[src/rtl/dims_pkg.sv]
package dims_pkg;

    typedef struct packed {
        logic t;
        logic f;
    } dr_t;

    typedef enum logic [1:0] {
        DR_NULL = 2'b00,
        DR_ZERO = 2'b01,
        DR_ONE  = 2'b10,
        DR_BAD  = 2'b11
    } dr_code_e;

    function automatic dr_code_e dr_code(dr_t p);
        return dr_code_e'({p.t, p.f});
    endfunction

    function automatic logic dr_is_bad(dr_t p);
        return dr_code(p) == DR_BAD;
    endfunction

    function automatic logic dr_pick(dr_t p, logic want_one);
        return want_one ? p.t : p.f;
    endfunction

endpackage

[src/rtl/dims_celem.sv]
module dims_celem #(
    parameter int N = 2
) (
    input  logic         clk,
    input  logic         rst,
    input  logic [N-1:0] a,
    output logic         y
);
    always_ff @(posedge clk or posedge rst) begin
        if (rst) begin
            y <= 1'b0;
        end else if (&a) begin
            y <= 1'b1;
        end else if (~|a) begin
            y <= 1'b0;
        end
    end
endmodule

[src/rtl/dims_minterm_bank.sv]
module dims_minterm_bank
    import dims_pkg::*;
#(
    parameter int K  = 3,
    localparam int NM = 1 << K
) (
    input  logic              clk,
    input  logic              rst,
    input  dr_t [K-1:0]       ins,
    output logic [NM-1:0]     hit
);
    for (genvar m = 0; m < NM; m++) begin : g_term
        logic [K-1:0] sel;
        for (genvar i = 0; i < K; i++) begin : g_rail
            localparam logic WANT = ((m >> i) & 1) != 0;
            assign sel[i] = dr_pick(ins[i], WANT);
        end
        dims_celem #(.N(K)) u_celem (
            .clk (clk),
            .rst (rst),
            .a   (sel),
            .y   (hit[m])
        );
    end
endmodule

[src/rtl/dims_rail_or.sv]
module dims_rail_or #(
    parameter int          NM = 8,
    parameter logic [NM-1:0] TT = '0
) (
    input  logic [NM-1:0] hit,
    output logic          rail_t,
    output logic          rail_f
);
    assign rail_t = |(hit & TT);
    assign rail_f = |(hit & ~TT);
endmodule

[src/rtl/dims_code_check.sv]
module dims_code_check
    import dims_pkg::*;
#(
    parameter int K = 3
) (
    input  dr_t [K-1:0] ins,
    input  dr_t         outp,
    output logic        err
);
    logic [K-1:0] bad_in;
    for (genvar i = 0; i < K; i++) begin : g_bad
        assign bad_in[i] = dr_is_bad(ins[i]);
    end
    assign err = (|bad_in) | dr_is_bad(outp);
endmodule

[src/rtl/dims_cgate.sv]
module dims_cgate
    import dims_pkg::*;
#(
    parameter int               K  = 3,
    parameter logic [(1<<K)-1:0] TT = 8'hE8
) (
    input  logic         clk,
    input  logic         rst,
    input  logic [K-1:0] in_t,
    input  logic [K-1:0] in_f,
    output logic         out_t,
    output logic         out_f,
    output logic         err
);
    localparam int NM = 1 << K;

    dr_t [K-1:0]   ins;
    dr_t           outp;
    logic [NM-1:0] hit;

    for (genvar i = 0; i < K; i++) begin : g_pack
        assign ins[i].t = in_t[i];
        assign ins[i].f = in_f[i];
    end

    dims_minterm_bank #(.K(K)) u_bank (
        .clk (clk),
        .rst (rst),
        .ins (ins),
        .hit (hit)
    );

    dims_rail_or #(.NM(NM), .TT(TT)) u_or (
        .hit    (hit),
        .rail_t (outp.t),
        .rail_f (outp.f)
    );

    dims_code_check #(.K(K)) u_chk_code (
        .ins  (ins),
        .outp (outp),
        .err  (err)
    );

    assign out_t = outp.t;
    assign out_f = outp.f;
endmodule

[config.mk]
export PLATFORM = sky130hd
export DESIGN_NAME = dims_cgate
export DESIGN_NICKNAME = d
export VERILOG_FILES = /design/src/rtl/dims_pkg.sv /design/src/rtl/dims_celem.sv /design/src/rtl/dims_minterm_bank.sv /design/src/rtl/dims_rail_or.sv /design/src/rtl/dims_code_check.sv /design/src/rtl/dims_cgate.sv
export SDC_FILE = /design/constraint.sdc
export NUM_CORES = 1
export LEC_CHECK = 0
export BUFFER_PORTS_ARGS = -buffer_cell sky130_fd_sc_hd__buf_2
export CORE_AREA = 2 2 39 41
export DETAILED_ROUTE_END_ITERATION = 8
export DIE_AREA = 0 0 41 43
export MAX_ROUTING_LAYER = met4
export PLACE_DENSITY_LB_ADDON = 0.15
export SYNTH_ARGS = -nofsm -noshare
export SYNTH_HDL_FRONTEND = slang
export SYNTH_SLANG_ARGS = --single-unit
[constraint.sdc]
create_clock -name clk -period 1.6 [get_ports clk]
set_input_delay 0.32 -clock clk [delete_from_list [all_inputs] [get_ports clk]]
set_output_delay 0.32 -clock clk [all_outputs]
set_load 0.01 [all_outputs]
==> metrics.cfg, run 1 <==
[global_routing]
antenna_found_initial=0
grt_max_degree=10
track_usage=0.142
grt_overflow=0
grt_pass1_vias=389
grt_pass1_wl_mm=1.61

[sta]
relSlewSlack=0.795
setup_ws_ps=-330
fin_crit_ps=1930
rsz0062_at_grt=yes
fin_hold_ws_ps=9.79
fmax_mhz=518
setup_viol=3
worst_pin_slew_ps=307
slew_violations=0
period_share=1.21
skew_ps=0
hold_violations=0

[setup_path]
start_kind=flop
critical_path_arrival_ps=1610
crit_path_end_kind=output port
crit_type=flop to output port
cp_data_required_time_ps=1280
critPathMaxFanout=2

[routing]
drt-initial-drc-count=4
wl_per_cell_um=12.0
routed_wl_um=945
route.detailed.drc=0
firstDrtPassIters=3
final_antenna_net_count=0
vias=395
routed_via_density=5.00

[cells_and_area]
fin_util=0.395
drive_above_1_share=0.381
final_cells=79
nets=73
largest-register=u_bank.g_term.u_celem.y
largest_reg_flops=8
reg_top3=u_bank.g_term.u_celem.y (8)
area_delta_synth_final_pct=42.3
antenna_cells=0

[placed_design]
place.gp.congestion=0.674
hpwl_um=720
numPortBuffers=10
pre_cts_slack_ps=-68.1
post-place-cells=71

[synthesis]
netlist_area_um2=384
ys_ff_latch=8
synth.net_count=51
synth.yosys.seq_area_share=0.521
syn_area_per_cell_um2=8.93
synthCells=43
yosysWarnings=0
synth_cell_type_count=9

[die]
num_rows=14
io_pins=11
chipWidth_um=41
die_area_um2=1760
chipHeight_um=43
core_um2=1380
initial_utilization=0.278

[flow_run]
cap_violations=0

[clocking]
cts_sinks=8
cts_buffers=3
cts_max_level=1
clkLatencyLatePin_ps=240
cts_hold_buf=0
cts-root-buf=clkbuf_4
clock_path_buffers=2
cts_tree=done
clkTransAtPathRegs_ps=50

[run_status]
run_status=complete, but fails checks
violations=setup timing

[hold_path]
hold_class=primary input to asynchronous set/reset pin

[pwr]
powerDensity_nw_per_um2=904
vdd_drop_max_v=0.000270
p_leak_uw=0.000246
total_power_uw=494

==> per-layer routing <==
metal / wire (um) / track usage / vias to the layer above
met5: 0 / - / -
met4: 0 / 0.0800 / 0
met3: 61 / 0.0314 / 0
met2: 405 / 0.197 / 11
met1: 479 / 0.185 / 187
li1: - / - / 197
==> critical path, cell delays in order (launching register included) <==
cell,delay [ps]
dfrtp_1,380
or4_4,530
a221o_1,320
buf_2,140
==> cells in the mapped netlist, drive strengths merged <==
| library cell | instances | area share |
|---|---|---|
| a221o | 1 | 0.026 |
| inv | 5 | 0.049 |
| o21ai | 16 | 0.21 |
| dfrtp | 8 | 0.52 |
| or4 | 2 | 0.049 |
| a22o | 1 | 0.023 |
| clkbuf | 2 | 0.020 |
| a21oi | 8 | 0.10 |
==> placed cells by master, fill, tap and decap left out <==
master / instances
inv_1: 5
buf_2: 9
dfrtp_1: 8
a22o_1: 1
or4_4: 2
clkbuf_4: 3
buf_4: 9
a21oi_1: 8
buf_6: 1
o21ai_0: 16
a221o_1: 1
==> power by group <==
group | switching, uW | internal, uW | total, uW
clock network | 61.9 | 85.4 | 147
registers | 14.8 | 227 | 242
logic | 47.7 | 57.7 | 105
==> worst paths after layout <==
kind,endpoint,slack [ps],cells after the start,start
min in group clk,u_bank.g_term[2].u_celem.y$_DFFE_PP0P_,390,3,in_f[2]
setup reg to reg,u_bank.g_term[1].u_celem.y$_DFFE_PP0P_,670,4,u_bank.g_term[1].u_celem.y$_DFFE_PP0P_
hold reg to reg,u_bank.g_term[4].u_celem.y$_DFFE_PP0P_,550,2,u_bank.g_term[4].u_celem.y$_DFFE_PP0P_
max in group asynchronous,u_bank.g_term[1].u_celem.y$_DFFE_PP0P_,1360,2,rst
setup / recovery,err,-330,3,u_bank.g_term[6].u_celem.y$_DFFE_PP0P_
hold / removal,u_bank.g_term[3].u_celem.y$_DFFE_PP0P_,10,2,rst
==> layout make-up <==
cell class / instances / area (um^2)
Fill cell: 159 / 837
Timing Repair Buffer: 19 / 124
Inverter: 5 / 18.8
Clock buffer: 3 / 22.5
Sequential cell: 8 / 200
Multi-Input combinational cell: 28 / 161
Tap cell: 16 / 20.0
==> metrics by stage <==
stage          cell area [um^2]  setup TNS (ps)
3_5_place_dp                480           -68.1
4_1_cts                     532            -386
3_3_place_gp                480           -52.6
6_report                    547            -369
5_1_grt                     547            -510
2_1_floorplan               388           -11.5
==> cell families after synthesis <==
| kind of cell | share of synthesized area |
|---|---|
| flops | 0.521 |
| simple gates | 0.0489 |
| buf+inv | 0.0684 |
| compound gates | 0.362 |
==> what timing repair did <==
action                     in CTS  in global routing
setup buffers                   3                  2
setup endpoints to repair       3                  3
gates resized for setup         1                  0
pin swaps                       2                  0
(Power assumes the default switching activity.)
==> run 2: changes to the inputs <==
--- a/config.mk
+++ b/config.mk
@@ -9,6 +9,7 @@
 export CORE_AREA = 2 2 39 41
 export DETAILED_ROUTE_END_ITERATION = 8
 export DIE_AREA = 0 0 41 43
+export GPL_TIMING_DRIVEN = 1
 export MAX_ROUTING_LAYER = met4
 export PLACE_DENSITY_LB_ADDON = 0.15
 export SYNTH_ARGS = -nofsm -noshare
==> constraint.sdc (replaced) <==
create_clock -name clk -period 1.6 [get_ports clk]
set_input_delay 0.32 -clock clk [delete_from_list [all_inputs] [get_ports clk]]
set_output_delay 0.32 -clock clk [all_outputs]
set_load 0.02 [all_outputs]
==> run 2 against run 1 <==
The run still ends with setup timing left. Cell count down 2.5%. Clock-buffer cell count did not move. Register-to-register slack about the same. Flip-flop and latch count unchanged. Routed wire length shrank 3.4%. Sequential power is essentially flat. Worst hold slack gained 3.2 ps. Non-clock buffer count decreased by 2. First-iteration DRC count rose to 2.5 times the previous value. Setup slack worse by 13 ps. Total power is 1.1% lower. Critical endpoint unchanged.
==> metrics.cfg, run 2 (synthesized netlist as in run 1, its figures left out) <==
[sta]
slew_violations=0  ; unchanged
fmax_mhz=515  ; was 518 MHz
setup_viol=3  ; unchanged
final.setup.tns_ps=-451  ; was -369 ps
rsz0062_at_grt=yes  ; unchanged
worst_pin_slew_ps=315  ; was 307 ps
fin_crit_ps=1940  ; was 1930 ps
period_share=1.21  ; about the same
skew_ps=0  ; unchanged
setup_ws_ps=-343  ; was -330 ps
hold_violations=0  ; unchanged
relSlewSlack=0.790  ; was 0.795

[pwr]
vdd_drop_max_v=0.000242  ; was 0.000270 V
powerDensity_nw_per_um2=915  ; was 904 nW/um^2
p_sw_uw=126  ; was 124 uW
p_int_uw=363  ; was 370 uW
p_comb_frac=0.195  ; was 0.213
clkPwrFrac=0.308  ; was 0.298
p_seq_frac=0.497  ; was 0.489
p_leak_uw=0.000239  ; was 0.000246 uW
switching_share=0.257  ; was 0.251

[die]
die_area_um2=1760  ; unchanged
core_um2=1380  ; unchanged
chipHeight_um=43  ; unchanged
initial_utilization=0.278  ; unchanged
chipWidth_um=41  ; unchanged
io_pins=11  ; unchanged
num_rows=14  ; unchanged

[cells_and_area]
nets=71  ; was 73
area_delta_synth_final_pct=39.1  ; was 42.3%
largest-register=u_bank.g_term.u_celem.y  ; unchanged
multi_input_area_um2=161  ; unchanged
largest_reg_flops=8  ; unchanged
drive_above_1_share=0.361  ; was 0.381
most-common-layout-cells=o21ai_0, a21oi_1, buf_2, buf_4, dfrtp_1  ; was o21ai_0, buf_2, buf_4, a21oi_1, dfrtp_1
mostFrequentLayoutCell=o21ai_0  ; unchanged
nFillCells=149  ; was 159
reg_top3=u_bank.g_term.u_celem.y (8)  ; unchanged
antenna_cells=0  ; unchanged
regArea_um2=200  ; unchanged

[setup_path]
startpoint=u_bank.g_term[0].u_celem.y$_DFFE_PP0P_  ; was u_bank.g_term[6].u_celem.y$_DFFE_PP0P_
cp_data_required_time_ps=1280  ; about the same
start_kind=flop  ; unchanged
crit_type=flop to output port  ; unchanged
cp-endpoint=err  ; unchanged
rr_worst_depth=4  ; unchanged
r2r-end=u_bank.g_term[1].u_celem.y$_DFFE_PP0P_  ; unchanged
critical_path_arrival_ps=1620  ; was 1610 ps
rrSetupSlack_ps=680  ; was 670 ps
rr_startpoint=u_bank.g_term[1].u_celem.y$_DFFE_PP0P_  ; unchanged
crit_path_end_kind=output port  ; unchanged
critPathMaxFanout=2  ; unchanged

[routing]
drt-initial-drc-count=10  ; was 4
routed_via_density=5.01  ; was 5.00
wl_per_cell_um=11.9  ; was 12.0 um
firstDrtPassIters=4  ; was 3
vias=386  ; was 395
final_antenna_net_count=0  ; unchanged
routed_wl_um=913  ; was 945 um
route.detailed.drc=0  ; unchanged

[hold_path]
hold_class=primary input to asynchronous set/reset pin  ; unchanged

[placed_design]
place.gp.congestion=0.670  ; was 0.674
pre_cts_slack_ps=-82.9  ; was -68.1 ps
numPortBuffers=10  ; unchanged

[run_status]
violations=setup timing  ; unchanged
run_status=complete, but fails checks  ; unchanged

[global_routing]
grt_pass1_wl_mm=1.48  ; was 1.61 mm
grt_pass1_vias=324  ; was 389
grt_max_degree=10  ; unchanged
antenna_found_initial=0  ; unchanged
grt_overflow=0  ; unchanged
track_usage=0.132  ; was 0.142

[flow_run]
cap_violations=0  ; unchanged

[clocking]
cts_buffers=3  ; unchanged
cts_hold_buf=0  ; unchanged
clkTransAtPathRegs_ps=50  ; about the same
cts-root-buf=clkbuf_4  ; unchanged
clock_path_buffers=2  ; unchanged
cts_sinks=8  ; unchanged
cts_max_level=1  ; unchanged
clkLatencyLatePin_ps=240  ; about the same
cts_tree=done  ; unchanged

-- run 2: worst max-delay path, stage by stage (launching register included) --
cell and delay (ps):
dfrtp_1 370, or4_4 530, a221o_1 340, buf_6 130
-- run 2: cell type report --
type | count | area share
well taps | 16 | 0.0375
clock buffers | 3 | 0.0422
repair buffers | 17 | 0.208
multi-input cells | 28 | 0.302
inverters | 5 | 0.0351
flip-flops and latches | 8 | 0.375
-- run 2: power groups by stage --
stage / Sequential (uW) / Clock [uW] / Combinational, uW
finish: 243 / 150 / 95.1
CTS: 243 / 156 / 96.7
global route: 244 / 169 / 113
global placement: 246 / 0 / 86.8
floorplan: 243 / 0 / 40.4
detailed placement: 246 / 0 / 87.1
-- run 2: stage by stage --
| stage | cells | area, um^2 | total power (uW) | hold slack [ps] | utilization |
|---|---|---|---|---|---|
| 6_report | 77 | 534 | 489 | 13.0 | 0.386 |
| 2_1_floorplan | 43 | 388 | 284 | 136 | - |
| 4_1_cts | 77 | 532 | 495 | 19.6 | 0.384 |
| 5_1_grt | 77 | 534 | 526 | 41.5 | 0.386 |
| 3_3_place_gp | 72 | 488 | 333 | 289 | 0.353 |
| 3_5_place_dp | 72 | 488 | 333 | 286 | 0.353 |
-- run 2: worst min path at each step --
| stage | start | to | cells past startpoint |
|---|---|---|---|
| 2_1_floorplan | rst | u_bank.g_term[0].u_celem.y$_DFFE_PP0P_ | 1 |
| 3_3_place_gp | rst | u_bank.g_term[4].u_celem.y$_DFFE_PP0P_ | 2 |
| 3_5_place_dp | rst | u_bank.g_term[2].u_celem.y$_DFFE_PP0P_ | 2 |
| 4_1_cts | rst | u_bank.g_term[2].u_celem.y$_DFFE_PP0P_ | 2 |
| 5_1_grt | rst | u_bank.g_term[4].u_celem.y$_DFFE_PP0P_ | 2 |
| 6_report | rst | u_bank.g_term[3].u_celem.y$_DFFE_PP0P_ | 2 |
-- run 2: layer usage --
metal,part of all wire,track usage,vias to the layer above
met5,0,-,-
met4,0,0.0800,0
met3,0.093,0.0314,0
met2,0.42,0.166,19
met1,0.49,0.185,172
li1,-,-,195
-- run 2: repair_timing --
action | 4_1_cts | 5_1_grt
gates resized for setup | 2 | 1
gates cloned | 0 | 0
buffers inserted | 2 | 0
setup endpoints to repair | 3 | 3
==> run 3: changes to the inputs <==
--- a/config.mk
+++ b/config.mk
@@ -12,6 +12,7 @@
 export GPL_TIMING_DRIVEN = 1
 export MAX_ROUTING_LAYER = met4
 export PLACE_DENSITY_LB_ADDON = 0.15
+export REMOVE_ABC_BUFFERS = 1
 export SYNTH_ARGS = -nofsm -noshare
 export SYNTH_HDL_FRONTEND = slang
 export SYNTH_SLANG_ARGS = --single-unit
==> run 3 against run 2 <==
The flow still finishes with violations (setup timing). Global-route usage grew 0.53 points. Sequential share of layout area down 1.3 points. Clock power hardly changed. Total power grew 2.1%.
==> metrics.cfg, run 3 (synthesized netlist as in run 1, its figures left out) <==
[run_status]
run_status=complete, but fails checks  ; unchanged
violations=setup timing  ; unchanged

[routing]
vias=387  ; was 386
routed_wl_um=911  ; was 913 um
route.detailed.drc=0  ; unchanged
drt-initial-drc-count=18  ; was 10
wl_per_cell_um=11.5  ; was 11.9 um
firstDrtPassIters=4  ; unchanged
routed_via_density=4.90  ; was 5.01
final_antenna_net_count=0  ; unchanged

[sta]
period_share=1.22  ; was 1.21
final.setup.tns_ps=-452  ; was -451 ps
setup_viol=3  ; unchanged
relSlewSlack=0.794  ; was 0.790
worst_pin_slew_ps=309  ; was 315 ps
skew_ps=0  ; unchanged
hold_violations=0  ; unchanged
slew_violations=0  ; unchanged
rsz0062_at_grt=yes  ; unchanged
fin_crit_ps=1960  ; was 1940 ps
fmax_mhz=511  ; was 515 MHz
setup_ws_ps=-357  ; was -343 ps

[setup_path]
cp_data_required_time_ps=1280  ; about the same
crit_type=flop to output port  ; unchanged
cp.depth=3  ; unchanged
crit_path_end_kind=output port  ; unchanged
crit_buf_inv=1  ; unchanged
start_kind=flop  ; unchanged
critPathMaxFanout=2  ; unchanged
rrSetupSlack_ps=670  ; was 680 ps
cp_slowest_cell=or4_4  ; unchanged
critPathTopFamily=simple AND/OR/NAND/NOR gates  ; unchanged
cp_cell_sequence=or4_4, a221o_1, buf_6  ; unchanged
cp_slowest_stage_delay_ps=530  ; about the same
rr_worst_depth=4  ; unchanged
critical_path_arrival_ps=1640  ; was 1620 ps

[cells_and_area]
largest_reg_flops=8  ; unchanged
reg_top3=u_bank.g_term.u_celem.y (8)  ; unchanged
antenna_cells=0  ; unchanged
final_area_um2=553  ; was 534 um^2
area_delta_synth_final_pct=44.0  ; was 39.1%
nets=73  ; was 71
most-common-layout-cells=o21ai_0, buf_4, a21oi_1, buf_2, dfrtp_1  ; was o21ai_0, a21oi_1, buf_2, buf_4, dfrtp_1
drive_above_1_share=0.381  ; was 0.361
mostFrequentLayoutCell=o21ai_0  ; unchanged
largest-register=u_bank.g_term.u_celem.y  ; unchanged

[pwr]
vdd_drop_max_v=0.000286  ; was 0.000242 V
total_power_uw=499  ; was 489 uW
powerDensity_nw_per_um2=902  ; was 915 nW/um^2
p_leak_uw=0.000249  ; was 0.000239 uW

[placed_design]
placed_area_um2=499  ; was 488 um^2
pre_cts_slack_ps=-93.4  ; was -82.9 ps
numPortBuffers=10  ; unchanged
hpwl_um=678
place.gp.congestion=0.676  ; was 0.670

[global_routing]
grt_pass1_vias=341  ; was 324
grt_pass1_wl_mm=1.55  ; was 1.48 mm
grt_max_degree=10  ; unchanged
grt_overflow=0  ; unchanged
antenna_found_initial=0  ; unchanged
track_usage=0.137  ; was 0.132

[flow_run]
cap_violations=0  ; unchanged

[die]
initial_utilization=0.278  ; unchanged
die_area_um2=1760  ; unchanged
core_um2=1380  ; unchanged
chipHeight_um=43  ; unchanged
io_pins=11  ; unchanged
chipWidth_um=41  ; unchanged
num_rows=14  ; unchanged

[clocking]
cts_buffers=3  ; unchanged
cts_sinks=8  ; unchanged
cts_max_level=1  ; unchanged
clkTransAtPathRegs_ps=50  ; about the same
clock_path_buffers=2  ; unchanged
clkLatencyLatePin_ps=250  ; was 240 ps
cts-root-buf=clkbuf_4  ; unchanged
cts_tree=done  ; unchanged
cts_hold_buf=0  ; unchanged

[hold_path]
hold_class=primary input to asynchronous set/reset pin  ; unchanged

run 3: cell types whose count changed in the layout (fill, tap and decap cells not counted):
cell / previous run / this run
buf_6: 1 / 2
buf_4: 8 / 9
run 3: worst paths after layout:
| check | from | to |
|---|---|---|
| max in group asynchronous | rst | u_bank.g_term[2].u_celem.y$_DFFE_PP0P_ |
| min reg2reg | u_bank.g_term[4].u_celem.y$_DFFE_PP0P_ | u_bank.g_term[4].u_celem.y$_DFFE_PP0P_ |
| max | u_bank.g_term[5].u_celem.y$_DFFE_PP0P_ | err |
| min | rst | u_bank.g_term[1].u_celem.y$_DFFE_PP0P_ |
| max reg2reg | u_bank.g_term[0].u_celem.y$_DFFE_PP0P_ | u_bank.g_term[0].u_celem.y$_DFFE_PP0P_ |
| min in group clk | in_f[1] | u_bank.g_term[1].u_celem.y$_DFFE_PP0P_ |
run 3: cell type report:
cell class | instances | area, um^2
fillers | 142 | 831
flip-flops and latches | 8 | 200
inverters | 5 | 18.8
clock buffers | 3 | 22.5
repair buffers | 19 | 130
multi-input cells | 28 | 161
well taps | 16 | 20.0
run 3: per-layer routing:
| metal | global-route usage | routed length (um) | up-vias |
|---|---|---|---|
| met1 | 0.199 | 437 | 172 |
| met3 | 0.0314 | 73 | 2 |
| met2 | 0.159 | 393 | 12 |
| li1 | - | - | 201 |
| met4 | 0.100 | 6 | 0 |
| met5 | - | 0 | - |
run 3: repair_timing:
| action | CTS | global route |
|---|---|---|
| gates resized for setup | 5 | 0 |
| pin swaps | 2 | 0 |
| setup endpoints to repair | 3 | 3 |
| setup buffers | 1 | 1 |
run 3: where the power goes:
group          internal, uW  leakage [uW]  total (uW)  switching, uW
sequential              227     0.0000834         242           15.0
combinational          58.0      0.000152         104           46.3
clock                  85.7     0.0000138         153           66.8
total                   371      0.000249         499            128
run 3: through the flow:
step	std cells	utilization	hold WS [ps]
after global routing	79	0.400	29.3
final	79	0.400	10.9
after detailed placement	74	0.361	289
after floorplan	41	-	136
after CTS	78	0.394	16.4
after global placement	74	0.361	294
